==> src/rtl/irqc_pkg.sv <==
package irqc_pkg;
  localparam int OFS_STROBE  = 'h04;
  localparam int OFS_CMD     = 'h08;
  localparam int CMD_CLR_POS = 0;
  localparam int CMD_SET_POS = 4;

  typedef enum logic [1:0] {
    SLOT_STATUS = 2'd0,
    SLOT_MASK   = 2'd1,
    SLOT_CLR    = 2'd2,
    SLOT_SET    = 2'd3
  } slot_e;

  // byte base of interrupt group g
  function automatic int grp_base(input int g);
    return (g + 1) * 16;
  endfunction
endpackage

==> src/rtl/irqc_regdec.sv <==
module irqc_regdec
  import irqc_pkg::*;
#(
  parameter int AW = 12,
  parameter int NG = 4
) (
  input  logic [AW-1:0] addr,
  input  logic          wr_en,
  output logic [NG-1:0] grp_sel,
  output slot_e         slot,
  output logic [NG-1:0] wr_mask,
  output logic [NG-1:0] wr_clr,
  output logic [NG-1:0] wr_set,
  output logic          strobe_hit,
  output logic          wr_strobe,
  output logic          wr_cmd
);
  logic cmd_hit;

  assign slot       = slot_e'(addr[3:2]);
  assign strobe_hit = (int'(addr) == OFS_STROBE);
  assign cmd_hit    = (int'(addr) == OFS_CMD);
  assign wr_strobe  = wr_en && strobe_hit;
  assign wr_cmd     = wr_en && cmd_hit;

  always_comb begin
    for (int g = 0; g < NG; g++) begin
      grp_sel[g] = (int'({addr[AW-1:4], 4'b0000}) == grp_base(g));
      wr_mask[g] = wr_en && grp_sel[g] && (slot == SLOT_MASK);
      wr_clr[g]  = wr_en && grp_sel[g] && (slot == SLOT_CLR);
      wr_set[g]  = wr_en && grp_sel[g] && (slot == SLOT_SET);
    end
  end
endmodule

==> src/rtl/irqc_group.sv <==
module irqc_group #(
  parameter int GW = 16
) (
  input  logic          clk,
  input  logic          rst_n,
  input  logic          wipe,
  input  logic          wr_mask,
  input  logic          wr_clr,
  input  logic          wr_set,
  input  logic [GW-1:0] wdata,
  input  logic          do_clr,
  input  logic          do_set,
  input  logic [GW-1:0] ev,
  output logic [GW-1:0] status,
  output logic [GW-1:0] mask,
  output logic [GW-1:0] stg_clr,
  output logic [GW-1:0] stg_set,
  output logic          pend
);
  // commit order: clears first, then sets, events always last (they win)
  function automatic logic [GW-1:0] next_status(
    input logic [GW-1:0] cur, input logic [GW-1:0] clr,
    input logic [GW-1:0] set, input logic [GW-1:0] evs,
    input logic apply_clr, input logic apply_set);
    logic [GW-1:0] r;
    r = cur;
    if (apply_clr) r = r & ~clr;
    if (apply_set) r = r | set;
    return r | evs;
  endfunction

  logic [GW-1:0] status_nxt;
  assign status_nxt = next_status(status, stg_clr, stg_set, ev, do_clr, do_set);
  assign pend       = |(status & mask);

  always_ff @(posedge clk or negedge rst_n) begin
    if (!rst_n) begin
      status  <= '0;
      mask    <= '0;
      stg_clr <= '0;
      stg_set <= '0;
    end else if (wipe) begin
      status  <= '0;
      mask    <= '0;
      stg_clr <= '0;
      stg_set <= '0;
    end else begin
      status <= status_nxt;
      if (wr_mask) mask <= wdata;
      if (wr_clr)      stg_clr <= wdata;
      else if (do_clr) stg_clr <= '0;
      if (wr_set)      stg_set <= wdata;
      else if (do_set) stg_set <= '0;
    end
  end
endmodule

==> src/rtl/irqc_rstseq.sv <==
module irqc_rstseq #(
  parameter int SW         = 5,
  parameter int RST_CYCLES = 16
) (
  input  logic          clk,
  input  logic          rst_n,
  input  logic          start,
  input  logic [SW-1:0] sel,
  output logic [SW-1:0] dom,
  output logic          active,
  output logic          done,
  output logic          wipe
);
  localparam int            CW   = $clog2(RST_CYCLES + 1);
  localparam logic [CW-1:0] LAST = CW'(RST_CYCLES - 1);

  logic [CW-1:0] cnt;
  logic          accept;

  assign accept = start && (sel != '0) && !active;
  assign wipe   = accept && sel[0];
  assign done   = active && (cnt == LAST);

  always_ff @(posedge clk or negedge rst_n) begin
    if (!rst_n) begin
      dom    <= '0;
      active <= 1'b0;
      cnt    <= '0;
    end else if (accept) begin
      dom    <= sel;
      active <= 1'b1;
      cnt    <= '0;
    end else if (active) begin
      if (done) begin
        dom    <= '0;
        active <= 1'b0;
        cnt    <= '0;
      end else begin
        cnt <= cnt + 1'b1;
      end
    end
  end
endmodule

==> src/rtl/irq_rst_ctrl.sv <==
module irq_rst_ctrl
  import irqc_pkg::*;
#(
  parameter int AW         = 12,
  parameter int DW         = 32,
  parameter int GW         = 16,
  parameter int N_CH       = 2,
  parameter int SW         = 5,
  parameter int RST_CYCLES = 16
) (
  input  logic             clk,
  input  logic             rst_n,
  input  logic             wr_en,
  input  logic [AW-1:0]    reg_addr,
  input  logic [DW-1:0]    wr_data,
  output logic [DW-1:0]    rd_data,
  input  logic [GW-1:0]    ev_top,
  input  logic [GW-1:0]    ev_rx,
  input  logic [N_CH*GW-1:0] ev_ch,
  output logic             irq_o,
  output logic [SW-1:0]    rst_dom_o
);
  localparam int NG = 2 + N_CH;

  logic [NG-1:0]    grp_sel, wr_mask, wr_clr, wr_set, pend;
  slot_e            slot;
  logic             strobe_hit, wr_strobe, wr_cmd;
  logic             cmd_clr, cmd_set;
  logic             seq_active, seq_done, rf_wipe;
  logic [NG*GW-1:0] status_flat, mask_flat, stg_clr_flat, stg_set_flat, ev_all_flat;

  assign cmd_clr = wr_cmd && wr_data[CMD_CLR_POS];
  assign cmd_set = wr_cmd && wr_data[CMD_SET_POS];

  irqc_regdec #(.AW(AW), .NG(NG)) u_dec (
    .addr(reg_addr), .wr_en(wr_en), .grp_sel(grp_sel), .slot(slot),
    .wr_mask(wr_mask), .wr_clr(wr_clr), .wr_set(wr_set),
    .strobe_hit(strobe_hit), .wr_strobe(wr_strobe), .wr_cmd(wr_cmd)
  );

  irqc_rstseq #(.SW(SW), .RST_CYCLES(RST_CYCLES)) u_seq (
    .clk(clk), .rst_n(rst_n), .start(wr_strobe), .sel(wr_data[SW-1:0]),
    .dom(rst_dom_o), .active(seq_active), .done(seq_done), .wipe(rf_wipe)
  );

  for (genvar g = 0; g < NG; g++) begin : g_grp
    logic [GW-1:0] ev_g;
    if (g == 0) begin : g_top
      assign ev_g = ev_top | GW'(seq_done);
    end else if (g == 1) begin : g_rx
      assign ev_g = ev_rx;
    end else begin : g_ch
      assign ev_g = ev_ch[(g-2)*GW +: GW];
    end
    assign ev_all_flat[g*GW +: GW] = ev_g;

    irqc_group #(.GW(GW)) u_grp (
      .clk(clk), .rst_n(rst_n), .wipe(rf_wipe),
      .wr_mask(wr_mask[g]), .wr_clr(wr_clr[g]), .wr_set(wr_set[g]),
      .wdata(wr_data[GW-1:0]), .do_clr(cmd_clr), .do_set(cmd_set), .ev(ev_g),
      .status(status_flat[g*GW +: GW]), .mask(mask_flat[g*GW +: GW]),
      .stg_clr(stg_clr_flat[g*GW +: GW]), .stg_set(stg_set_flat[g*GW +: GW]),
      .pend(pend[g])
    );
  end

  always_comb begin
    rd_data = '0;
    if (strobe_hit) rd_data = DW'(rst_dom_o);
    for (int g = 0; g < NG; g++) begin
      if (grp_sel[g]) begin
        case (slot)
          SLOT_STATUS: rd_data = DW'(status_flat[g*GW +: GW]);
          SLOT_MASK:   rd_data = DW'(mask_flat[g*GW +: GW]);
          SLOT_CLR:    rd_data = DW'(stg_clr_flat[g*GW +: GW]);
          default:     rd_data = DW'(stg_set_flat[g*GW +: GW]);
        endcase
      end
    end
  end

  always_ff @(posedge clk or negedge rst_n) begin
    if (!rst_n) irq_o <= 1'b0;
    else        irq_o <= |pend;
  end
endmodule

==> config.mk <==
export PLATFORM = sky130hd
export DESIGN_NAME = irq_rst_ctrl
export DESIGN_NICKNAME = d
export VERILOG_FILES = /design/src/rtl/irqc_pkg.sv /design/src/rtl/irqc_regdec.sv /design/src/rtl/irqc_group.sv /design/src/rtl/irqc_rstseq.sv /design/src/rtl/irq_rst_ctrl.sv
export SDC_FILE = /design/constraint.sdc
export NUM_CORES = 1
export LEC_CHECK = 0
export BUFFER_PORTS_ARGS = -buffer_cell sky130_fd_sc_hd__buf_4
export CORE_UTILIZATION = 60
export DETAILED_ROUTE_END_ITERATION = 12
export PLACE_DENSITY = 0.84
export SETUP_SLACK_MARGIN = 0.5
export SLEW_MARGIN = 25
export SYNTH_ARGS = -nofsm -noshare
export SYNTH_HDL_FRONTEND = slang
export SYNTH_HIERARCHICAL = 1
export SYNTH_SLANG_ARGS = --single-unit
==> constraint.sdc <==
create_clock -name clk -period 2.3 [get_ports clk]
set_input_delay 0.115 -clock clk [delete_from_list [all_inputs] [get_ports clk]]
set_output_delay 0.115 -clock clk [all_outputs]
set_load 0.01 [all_outputs]
==> summary.txt, run 1 <==
status: finished, violations left
failing checks: negative setup slack
number of cells on the worst hold path: 3
top post-synthesis cells by area: dfrtp_1, nor2_1, a221oi_2
Max FO, Critical Path: 2
Max rail drop VDD: 0.537 mV
Nets: 1,742
Final WS setup: -112 ps
number of flops mapped to enable cells by yosys: 0
worst r2r src: g_grp[3].u_grp/status[5]
Yosys reg bits: 268
HP Class: in2reg
Tightest Pin Transition: 660 ps
initial core utilization: 61.9%
pre-CTS setup slack: -16.1 ps
max cap viols: 0
crit path launch: g_grp[3].u_grp/stg_set[10]
initial detailed-routing violation count: 1,971
sequential area share after synthesis: 45.8%
Async SR Flop Fraction: 100%
Detailed Route WL: 54,500 um
Synth top area share: 45.8%
root buf cell: clkbuf_16
CTS Sinks: 268
clock skew: 17.5 ps
Placed Instance Area: 16,300 um2
Area Overhead vs Synth: 32.6%
cell chain of the critical path: mux4_2 -> a22o_4 -> a221o_1 -> buf_6
reg2reg end: irq_o
Synth top cells by count: nor2_1, dfrtp_1, a21oi_1
I/O pin total: 149
setup_tns: -231 ps
Tot Pwr: 10.7 mW
H-tree Lvls: 1
P_leak: 8.39 nW
CP Launch Type: flop
die area: 25,000 um2
# rows: 56
FF-to-FF path depth: 5
Max clock buf depth: 3
Period Utilization, post-route: 105%
TritonCTS Buffers: 28
count of final max-slew check failures: 0
Worst Path Buf+Inv: 1
Slew Limit Headroom: 56.0%
DR pass1 iterations: 6
DR vias/cell: 6.97
Max stage delay on crit path: 580 ps
Gate Count Post-Synth: 1,353
Synth Flop Type: dfrtp_1
Critical Path AT: 2300 ps
crit path max-delay cell type: mux4_2
Final ANT Viol Nets: 0
WP data required: 2180 ps
DR vias: 13,700
total global-route track usage: 38.6%
gp weighted congestion: 0.955
crit path kind: reg2out
Core Region: 23,700 um2
internal reg-to-reg setup slack: 230 ps
grt ovf: 0
Die W: 158 um
Power Density: 549 nW/um2
Setup-failing EPs final: 4
end of the worst hold path: g_grp[0].u_grp/stg_clr[4]
vias in the first global route: 12,800
fillers: 1,243
post-synth cell types: 58
f_max: 0.415 GHz
wire length per cell: 27.6 um
post-route cell area: 19,400 um2
Port Buffers: 116
Yosys warnings: 6
most common cell in the netlist: nor2_1
final hold vios: 0
HPWL Detailed: 29,100 um
share of layout cells above drive strength 1: 32.9%
clk slew on worst S/H paths: 60 ps
Synth Cell Area: 14,600 um2
Avg Inst Size Synth: 10.8 um2
crit path time final: 2410 ps
Setup crit end kind: output pin
RSZ-0062 raised after global routing: yes
initial antenna violation count: 0
largest net degree at the start of global routing: 65
diode count: 0
die height: 158 um
first-pass GRT wire length: 72,300 um
Worst-Skew Late Latency: 550 ps
Largest delay share family, worst path: compound AO/OA/AOI/OAI gates
drt drc: 0
dominant cell type by area after synthesis: dfrtp_1
hold_sp: wr_data[4]
CTS tree: built
stage by stage:
stage,hold slack (ps),std cells,util (%)
global placement,104,1758,68.8
floorplan,-181,1368,-
CTS,5.94,1937,78.6
detailed placement,103,1758,68.8
finish,27.8,1971,82.0
global route,24.2,1971,82.0
power by group:
part / total [mW] / internal [mW] / switching, mW
clock network: 4.80 / 2.84 / 1.96
registers: 4.83 / 4.78 / 0.0563
logic: 1.03 / 0.460 / 0.566
cell usage in the layout, fill, tap and decap left out, types with 7 or more instances in the layout:
cell,n
dlygate4sd3_1,79
o21ai_0,8
dfrtp_1,268
mux4_1,8
a221o_1,8
nand3_1,11
clkbuf_8,10
nor3b_1,112
buf_12,30
mux2i_1,73
nor2_1,268
conb_1,16
nor3_2,14
a22oi_1,12
a221oi_2,66
a22o_1,19
a21oi_1,120
nand2b_1,7
nand2_1,49
buf_4,203
a221oi_1,14
buf_6,35
nand2_4,22
mux4_2,49
clkbuf_16,34
timing repair:
| item | in CTS | in global routing |
|---|---|---|
| hold buffers | 79 | 0 |
| cloned | 0 | 11 |
| buffers inserted | 48 | 23 |
| endpoints found under the hold margin | 301 | 0 |
| gates resized for setup | 58 | 109 |
| pin swaps | 22 | 73 |
| setup endpoints to repair | 17 | 181 |
cell families after synthesis:
| logic type | count (synthesis) | share of synthesized area [%] |
|---|---|---|
| simple gates | 528 | 17.7 |
| flops | 268 | 45.8 |
| mux | 132 | 14.4 |
| compound gates | 292 | 16.3 |
| other cells | 1 | 0.0256 |
| buf+inv | 131 | 5.71 |
| fa+ha+maj | 1 | 0.0854 |
per-layer routing:
layer  routed length [um]  GRT usage (%)
met1                18500           48.8
met2                25200           63.1
met3                 6320           7.45
met4                 4440           20.5
met5                    0              0
how the worst max path moves through the flow:
stage,depth (start not counted),to
global route,4,rd_data[10]
finish,4,rd_data[10]
detailed placement,9,rd_data[10]
CTS,4,rd_data[10]
global placement,9,rd_data[13]
floorplan,8,g_grp[0].u_grp/stg_clr[15]
flip-flops by register name, summed over array words and instances, names as in the netlist:
register and count:
u_seq/cnt 5, u_seq/dom 5, g_grp.u_grp/stg_set 64, irq_o 1
u_seq/active 1, g_grp.u_grp/status 64, g_grp.u_grp/stg_clr 64, g_grp.u_grp/mask 64
worst reg2reg max path, stage by stage, from the launching register on:
cell and delay (ps):
dfrtp_1 400, buf_4 150, a22o_1 220, a221oi_1 480, nand4_1 180, or4_4 510
area by class of cell:
cell class	instances	area (um2)	area share (%)
repair buffers	359	3590	18.5
flip-flops and latches	268	6710	34.5
multi-input cells	969	7730	39.8
well taps	319	399	2.05
clock buffers	43	878	4.52
inverters	4	17.5	0.0902
clock inverters	9	100	0.515
(Power assumes the default switching activity.)
==> inputs of run 2 (changes only) <==
clock period = 2.6 ns   (was 2.3 ns; I/O delays follow)
==> run 2 against run 1 <==
Worst setup slack improved by 390 ps. Clock power decreased by 16%. Via count decreased by 7.7%. Sequential power decreased by 12%. First-iteration DRC count decreased by 22%. The flow now finishes without violations. Critical path depth unchanged. Clock skew decreased by 5.9 ps.
==> summary.txt, run 2 (synthesis gave the netlist of run 1 again) <==
Final WS setup: 280 ps (was -112 ps)
DR pass1 iterations: 6 (unchanged)
I/O pin total: 149 (unchanged)
reg2reg end: irq_o (unchanged)
clk slew on worst S/H paths: 60 ps (about the same)
hold_sp: wr_data[2] (was wr_data[4])
CTS Sinks: 268 (unchanged)
pre-CTS setup slack: 129 ps (was -16.1 ps)
CTS tree: built (unchanged)
HP Class: in2reg (unchanged)
Tightest Pin Transition: 708 ps (was 660 ps)
number of cells on the worst hold path: 3 (unchanged)
cell chain of the critical path: mux4_1 -> a22o_1 -> a221o_1 -> buf_6 (was mux4_2 -> a22o_4 -> a221o_1 -> buf_6)
Tot Pwr: 9.17 mW (was 10.7 mW)
TritonCTS Buffers: 29 (was 28)
most frequent cells in the layout: nor2_1, dfrtp_1, buf_4 (unchanged)
vias in the first global route: 12,700 (was 12,800)
crit path time final: 2320 ps
crit path max-delay cell type: mux4_1 (was mux4_2)
worst r2r src: g_grp[0].u_grp/mask[2] (was g_grp[3].u_grp/status[5])
setup_tns: 0 ps (was -231 ps)
CP Launch Type: flop (unchanged)
Power Density: 503 nW/um2 (was 549 nW/um2)
Period Utilization, post-route: 89.2%
initial core utilization: 61.9% (unchanged)
die area: 25,000 um2 (unchanged)
Area Overhead vs Synth: 24.5% (was 32.6%)
Max stage delay on crit path: 510 ps (was 580 ps)
initial antenna violation count: 0 (unchanged)
Setup-failing EPs final: 0 (was 4)
FF-to-FF path depth: 4 (was 5)
status: finished clean (was finished, violations left)
Largest delay share family, worst path: compound AO/OA/AOI/OAI gates (unchanged)
drt drc: 0 (unchanged)
WP data required: 2470 ps (was 2180 ps)
Max clock buf depth: 3 (unchanged)
Max FO, Critical Path: 3 (was 2)
RSZ-0062 raised after global routing: yes (unchanged)
crit path kind: reg2out (unchanged)
grt ovf: 0 (unchanged)
count of final max-slew check failures: 0 (unchanged)
wire length per cell: 23.8 um (was 27.6 um)
Detailed Route WL: 45,400 um (was 54,500 um)
Placed Instance Area: 15,800 um2 (was 16,300 um2)
share of layout cells above drive strength 1: 28.1% (was 32.9%)
P_leak: 7.68 nW (was 8.39 nW)
Setup crit end kind: output pin (unchanged)
die height: 158 um (unchanged)
Port Buffers: 116 (unchanged)
total global-route track usage: 37.3% (was 38.6%)
# rows: 56 (unchanged)
Slew Limit Headroom: 52.8% (was 56.0%)
Final ANT Viol Nets: 0 (unchanged)
H-tree Lvls: 1 (unchanged)
first-pass GRT wire length: 70,600 um (was 72,300 um)
initial detailed-routing violation count: 1,539 (was 1,971)
f_max: 0.431 GHz
Worst-Skew Late Latency: 550 ps (about the same)
root buf cell: clkbuf_16 (unchanged)
Core Region: 23,700 um2 (unchanged)
max cap viols: 0 (unchanged)
end of the worst hold path: g_grp[1].u_grp/stg_clr[2] (was g_grp[0].u_grp/stg_clr[4])
Worst Path Buf+Inv: 1 (unchanged)
fillers: 1,514 (was 1,243)
largest net degree at the start of global routing: 91 (was 65)
internal reg-to-reg setup slack: 510 ps (was 230 ps)
gp weighted congestion: 0.964 (was 0.955)
HPWL Detailed: 27,700 um (was 29,100 um)
DR vias: 12,700 (was 13,700)
Max rail drop VDD: 0.537 mV (about the same)
Critical Path AT: 2190 ps (was 2300 ps)
clock skew: 11.6 ps (was 17.5 ps)
Nets: 1,678 (was 1,742)
Die W: 158 um (unchanged)
final hold vios: 0 (unchanged)
DR vias/cell: 6.65 (was 6.97)
post-route cell area: 18,200 um2 (was 19,400 um2)
## run 2: cell types whose count changed in the layout (fill, tap and decap cells not counted), moves of 4 or more
cell           before  now
clkbuf_16          34   29
buf_12             30   14
nand2_1            49   72
buf_4             203  186
nor3b_2             4    0
buf_6              35   18
dlygate4sd3_1      79   75
a221oi_1           14   19
buf_16              4    0
a221oi_2           66   61
nor3b_1           112  116
nand2_4            22    1
## run 2: through the flow
stage / util, % / hold WS, ps / std cells
finish: 77.0 / 12.4 / 1906
global route: 77.0 / 23.4 / 1905
CTS: 76.1 / 2.15 / 1896
detailed placement: 66.8 / 199 / 1732
global placement: 66.8 / 186 / 1732
floorplan: - / -166 / 1368
## run 2: what timing repair did
action | in CTS | in global routing
setup endpoints to repair | 16 | 17
buffers inserted | 38 | 9
hold buffers | 75 | 0
endpoints found under the hold margin | 179 | 0
gates resized for setup | 69 | 27
pin swaps | 25 | 20
gates cloned | 0 | 0
## run 2: how the worst max path moves through the flow
stage	cells past startpoint	slack (ps)	from	endpoint
after floorplan	8	420	reg_addr[9]	g_grp[0].u_grp/mask[10]
after global placement	9	150	reg_addr[4]	rd_data[4]
after detailed placement	8	130	reg_addr[9]	g_grp[0].u_grp/status[12]
after CTS	4	300	g_grp[3].u_grp/stg_set[9]	rd_data[9]
after global routing	4	260	g_grp[2].u_grp/stg_clr[10]	rd_data[10]
final	4	280	g_grp[3].u_grp/mask[15]	rd_data[15]
## run 2: where the power goes
part | switching, mW | internal, mW | leakage, nW
clock network | 1.69 | 2.36 | 0.463
registers | 0.0434 | 4.23 | 3.40
logic | 0.465 | 0.385 | 3.81
## run 2: layout make-up
cell class / count / area (um2) / share of cell area [%]
repair buffers: 294 / 2650 / 14.5
inverters: 4 / 15.0 / 0.0823
multi-input cells: 969 / 7530 / 41.3
clock inverters: 9 / 80.1 / 0.439
well taps: 319 / 399 / 2.19
diodes: 1 / 2.50 / 0.0137
clock buffers: 42 / 855 / 4.69
flip-flops and latches: 268 / 6710 / 36.8
## run 2: worst register-to-register path: cells and delay by family, from the launching register on
family	cells	cell delay, ps
simple gates	2	820
compound gates	2	660
flops	1	450
## run 2: layer usage
layer	GRT usage (%)	vias up	part of all wire [%]
met1	47.2	6335	37
li1	-	5390	-
met4	20.3	0	5.5
met5	0	-	0
met3	8.92	165	9.3
met2	59.3	785	48
